<file path="src/rtl/slot_pkg.sv">
package slot_pkg;
  typedef enum logic [1:0] {
    REQ_NONE = 2'd0,
    REQ_MEM  = 2'd1,
    REQ_IO   = 2'd2,
    REQ_ACK  = 2'd3
  } req_kind_e;
endpackage

</file>
<file path="src/rtl/slot_phase_ctr.sv">
module slot_phase_ctr #(
  parameter int PHASE_W     = 2,
  parameter int GRANT_PHASE = 0
) (
  input  logic               clk,
  input  logic               rst_n,
  output logic [PHASE_W-1:0] phase,
  output logic               at_grant
);
  localparam logic [PHASE_W-1:0] GRANT_V = PHASE_W'(GRANT_PHASE);

  logic [PHASE_W-1:0] phase_q;
  logic [PHASE_W-1:0] phase_nxt;

  assign phase_nxt = PHASE_W'(phase_q + 1'b1);
  assign at_grant  = (phase_nxt == GRANT_V);
  assign phase     = phase_q;

  always_ff @(posedge clk or negedge rst_n) begin
    if (!rst_n) phase_q <= '0;
    else        phase_q <= phase_nxt;
  end

  // phase steps by one every clock, wrapping
  assert_phase_step_R2: assert property (@(posedge clk) disable iff (!rst_n)
    $past(rst_n) |-> (phase_q == PHASE_W'($past(phase_q) + 1'b1)));
endmodule

</file>
<file path="src/rtl/req_classify.sv">
module req_classify
  import slot_pkg::*;
(
  input  logic      mreq_n,
  input  logic      iorq_n,
  input  logic      m1_n,
  output req_kind_e kind
);
  always_comb begin
    if (!iorq_n)      kind = m1_n ? REQ_IO : REQ_ACK;
    else if (!mreq_n) kind = REQ_MEM;
    else              kind = REQ_NONE;
  end
endmodule

</file>
<file path="src/rtl/io_pad_tracker.sv">
module io_pad_tracker #(
  parameter int IO_PAD_SLOTS = 1
) (
  input  logic clk,
  input  logic rst_n,
  input  logic is_io,
  input  logic at_grant,
  output logic pad_done
);
  generate
    if (IO_PAD_SLOTS == 0) begin : g_nopad
      assign pad_done = 1'b1;
    end else begin : g_pad
      localparam int CNT_W = $clog2(IO_PAD_SLOTS + 1);
      localparam logic [CNT_W-1:0] LIMIT = CNT_W'(IO_PAD_SLOTS);
      logic [CNT_W-1:0] cnt_q;

      assign pad_done = (cnt_q == LIMIT);

      always_ff @(posedge clk or negedge rst_n) begin
        if (!rst_n)                     cnt_q <= '0;
        else if (!is_io)                cnt_q <= '0;
        else if (at_grant && !pad_done) cnt_q <= CNT_W'(cnt_q + 1'b1);
      end

      // padding count restarts once the I/O strobe is gone
      assert_pad_clear_R7: assert property (@(posedge clk) disable iff (!rst_n)
        !is_io |=> (cnt_q == '0));
    end
  endgenerate
endmodule

</file>
<file path="src/rtl/wait_gen.sv">
module wait_gen
  import slot_pkg::*;
(
  input  logic      clk,
  input  logic      rst_n,
  input  req_kind_e kind,
  input  logic      at_grant,
  input  logic      pad_done,
  output logic      wait_n
);
  logic hold;
  logic wait_q;

  always_comb begin
    hold = 1'b0;
    if (kind != REQ_NONE) begin
      hold = !at_grant;
      if (kind == REQ_IO && !pad_done) hold = 1'b1;
    end
  end

  always_ff @(posedge clk or negedge rst_n) begin
    if (!rst_n) wait_q <= 1'b1;
    else        wait_q <= !hold;
  end

  assign wait_n = wait_q;

  assert_idle_no_wait_R3: assert property (@(posedge clk) disable iff (!rst_n)
    (kind == REQ_NONE) |=> wait_n);
  assert_mem_hold_R4: assert property (@(posedge clk) disable iff (!rst_n)
    (kind == REQ_MEM && !at_grant) |=> !wait_n);
  assert_mem_release_R4: assert property (@(posedge clk) disable iff (!rst_n)
    (kind == REQ_MEM && at_grant) |=> wait_n);
  assert_io_pad_R7: assert property (@(posedge clk) disable iff (!rst_n)
    (kind == REQ_IO && !pad_done) |=> !wait_n);
  assert_ack_align_R8: assert property (@(posedge clk) disable iff (!rst_n)
    (kind == REQ_ACK && at_grant) |=> wait_n);
endmodule

</file>
<file path="src/rtl/bus_slot_aligner.sv">
module bus_slot_aligner
  import slot_pkg::*;
#(
  parameter int PHASE_W      = 2,
  parameter int GRANT_PHASE  = 0,
  parameter int IO_PAD_SLOTS = 1
) (
  input  logic               clk,
  input  logic               rst_n,
  input  logic               mreq_n,
  input  logic               iorq_n,
  input  logic               m1_n,
  output logic               wait_n,
  output logic [PHASE_W-1:0] slot_phase
);
  localparam logic [PHASE_W-1:0] GRANT_V = PHASE_W'(GRANT_PHASE);

  req_kind_e kind;
  logic      at_grant;
  logic      pad_done;
  logic      is_io;

  assign is_io = (kind == REQ_IO);

  slot_phase_ctr #(.PHASE_W(PHASE_W), .GRANT_PHASE(GRANT_PHASE)) u_phase (
    .clk(clk), .rst_n(rst_n), .phase(slot_phase), .at_grant(at_grant));

  req_classify u_class (
    .mreq_n(mreq_n), .iorq_n(iorq_n), .m1_n(m1_n), .kind(kind));

  io_pad_tracker #(.IO_PAD_SLOTS(IO_PAD_SLOTS)) u_pad (
    .clk(clk), .rst_n(rst_n), .is_io(is_io), .at_grant(at_grant), .pad_done(pad_done));

  wait_gen u_wait (
    .clk(clk), .rst_n(rst_n), .kind(kind), .at_grant(at_grant),
    .pad_done(pad_done), .wait_n(wait_n));

  // WAIT low on the grant phase only for plain I/O padding
  assert_grant_only_io_R7: assert property (@(posedge clk) disable iff (!rst_n)
    (!wait_n && slot_phase == GRANT_V) |-> $past(is_io));
endmodule

</file>
<file path="config.mk">
export PLATFORM = sky130hd
export DESIGN_NAME = bus_slot_aligner
export DESIGN_NICKNAME = d
export VERILOG_FILES = /design/src/rtl/slot_pkg.sv /design/src/rtl/slot_phase_ctr.sv /design/src/rtl/req_classify.sv /design/src/rtl/io_pad_tracker.sv /design/src/rtl/wait_gen.sv /design/src/rtl/bus_slot_aligner.sv
export SDC_FILE = /design/constraint.sdc
export NUM_CORES = 1
export LEC_CHECK = 0
export CAP_MARGIN = 15
export CORE_AREA = 2 2 39 41
export DETAILED_ROUTE_END_ITERATION = 8
export DIE_AREA = 0 0 41 43
export PLACE_DENSITY = 0.41
export SYNTH_ARGS = -nofsm -noshare
export SYNTH_HDL_FRONTEND = slang
export SYNTH_SLANG_ARGS = --single-unit
</file>
<file path="constraint.sdc">
create_clock -name clk -period 0.8 [get_ports clk]
set_input_delay 0.2 -clock clk [delete_from_list [all_inputs] [get_ports clk]]
set_output_delay 0.2 -clock clk [all_outputs]
set_load 0.005 [all_outputs]
</file>
==> results.json <==
{
  "status": "finished with violations",
  "violations": "negative setup slack",
  "gr-usage-met3": 0.03141,
  "grt_start_max_net_pins": 5,
  "syn-num-nets": 17,
  "cp_cell_sequence": "buf_2",
  "die_h_um": 43,
  "timing.slew.headroom": 0.8785,
  "cp_slowest_stage_delay_ns": 0.50,
  "synthTopCellsByArea": "dfrtp_1 48%, dfstp_2 17%, nor3b_2 16%",
  "tightestPinTransition_ns": 0.1816,
  "synth_mux_area_frac": 0,
  "place_congestion": 0.5209,
  "clockBufferDepth": 2,
  "netlist.area_leader.share": 0.4839,
  "drtIter0Drc": 0,
  "hold_ws_ns": 0.1650,
  "r2r_setup_slack_ns": -0.11,
  "clkTransAtPathRegs_ns": 0.04,
  "skew_ns": 0.008121,
  "cts-root-buf": "clkbuf_4",
  "grt_pass1_vias": 137,
  "cts.sinks": 4,
  "slowest_stage": "dfstp_2",
  "drc": 0,
  "cp-startpoint": "u_wait.wait_n",
  "dpl_worst_slack_ns": -0.3797,
  "final-setup-viol-count": 6,
  "fin_ws_ns": -0.2289,
  "synth_cell_type_count": 7,
  "die_area_mm2": 0.001763,
  "worstSkewPairLatency_ns": 0.23,
  "end_kind": "output port",
  "worstSetupPathType": "reg -> out",
  "crit_arrival_ns": 0.83,
  "cp.required_ns": 0.60,
  "min_period_over_period": 1.286,
  "cts_tree": "yes",
  "final_core_util": 0.2188,
  "final_cells": 40,
  "ir_drop_mv": 0.3374,
  "worstSetupPathDepth": 1,
  "cts_buffers": 3,
  "yosys-top-cells-count": "3 x dfrtp_1, 2 x nor2_1, 2 x nor3b_2",
  "vias": 128,
  "grt_usage": 0.04940,
  "slew_violations": 0,
  "first_pass_iters": 1,
  "layout_min_cycle_time_ns": 1.029,
  "routed_wl_um": 335,
  "cp_top_family": "flip-flops",
  "initial_core_util": 0.1121,
  "postCtsHoldBufs": 0,
  "r2r_cells": 4,
  "placed_cells": 36,
  "synth-compound-area-share": 0.03226,
  "async_flop_share": 1.000,
  "via_per_inst": 3.200,
  "grt.busiest_layer": "met4",
  "synth_edf_count": 0,
  "synthAdderAreaFrac": 0.08065,
  "grt_use_met1": 0.05212,
  "grt_pass1_wl_um": 510,
  "grt_overflow": 0,
  "grt_util_met2": 0.05625,
  "antenna_found_initial": 0,
  "portBuffers": 7,
  "yosysSeqAreaShare": 0.6532,
  "io_pins": 8,
  "ys.flop_type": "dfrtp_1",
  "power_uw": 518.9,
  "antennaDiodeCount": 0,
  "fmax_ghz": 0.9719,
  "hp-class": "in -> async",
  "synth_xor_area_frac": 0,
  "cts_htree_levels": 1,
  "r2r-end": "u_pad.pad_done",
  "cp-start-kind": "flop",
  "critPathBufInv": 1,
  "ys_seq_elements": 4,
  "synth_most_common_cell": "dfrtp_1",
  "drv_cap": 0,
  "drtAntennaViolNets": 0,
  "syn_avg_cell_area_um2": 14.10,
  "syn_area_um2": 155.1,
  "rsz0062_at_grt": "yes",
  "finalNetCount": 31,
  "hold_viol_final": 0,
  "drive_gt1_frac": 0.5833,
  "synth_top_family_by_area": "simple AND/OR/NAND/NOR gates",
  "timing.rr.start": "u_phase.phase[0]",
  "synth-simple-area-share": 0.2097,
  "design.core.area_mm2": 0.001384,
  "yosys_warnings": 0,
  "synthToLayoutAreaGrowth_pct": 95.16,
  "p_per_area_mw_per_mm2": 1714,
  "crit_path_end": "wait_n",
  "synth_top_cell_by_area": "dfrtp_1",
  "avgRoutedWirePerCell_um": 8.375,
  "die_x_um": 41,
  "power.leakage_nw": 0.1359,
  "worst-path-max-fanout": 1,
  "syn_inst": 11,
  "rows": 14
}
==> cells in the final DEF (no fill, tap or decap), drive strengths merged <==
master	instances
dfstp	1
nor3b	2
buf	5
clkdlybuf4s50	4
ha	1
clkbuf	4
dfrtp	3
nor2	2
a21oi	1
inv	1
==> registers in the layout (all words and copies together) (netlist names) <==
register        count
u_wait.wait_n       1
u_pad.pad_done      1
u_phase.phase       2
==> worst min path at each step <==
stage | slack (ns) | from | cells past startpoint | end
final | 0.16 | rst_n | 1 | u_phase.phase[1]
after global routing | 0.17 | rst_n | 1 | u_phase.phase[1]
after CTS | 0.16 | rst_n | 1 | u_phase.phase[1]
after detailed placement | 0.42 | rst_n | 1 | u_pad.pad_done
after global placement | 0.42 | rst_n | 1 | u_pad.pad_done
after floorplan | -0.1 | rst_n | 0 | u_pad.pad_done
==> per-layer routing <==
layer / vias up / share of wire
li1: 61 / -
met1: 59 / 0.36
met4: 0 / 0
met2: 8 / 0.44
met5: - / 0
met3: 0 / 0.19
==> layout make-up <==
class                      instances  area [µm²]
fill                             157        1081
clock buffer                       4       26.28
sequential                         4       101.3
multi-input combinational          6       73.82
tap                               16       20.02
inverter                           1       3.754
timing repair buffer               9       77.57
==> per-stage QoR <==
stage	instance area [µm²]	TNS, ns
2_1_floorplan	160.2	-0.03255
3_3_place_gp	265.3	-1.229
3_5_place_dp	265.3	-1.262
4_1_cts	302.8	-0.8155
5_1_grt	302.8	-0.9446
6_report	302.8	-0.7492
==> repair_timing <==
action                                 CTS  global route
endpoints found under the hold margin    0             0
setup endpoints to repair                6             6
resized for setup                       17             0
pin swaps                                1             0
buffers inserted                         0             0
==> cell families (layout without fill, tap and decap cells) <==
group,count (synthesis),after routing
compound gates,1,1
simple gates,4,4
buf+inv,1,14
flops,4,4
fa+ha+maj,1,1
==> report_power, final <==
| group | switching (mW) | internal, mW | total [mW] |
|---|---|---|---|
| Combinational | 0.0132 | 0.0260 | 0.0392 |
| Sequential | 0.00219 | 0.209 | 0.212 |
| Clock | 0.0812 | 0.187 | 0.268 |
| Total | 0.0966 | 0.422 | 0.519 |
Power figures use the tool's default switching activity.
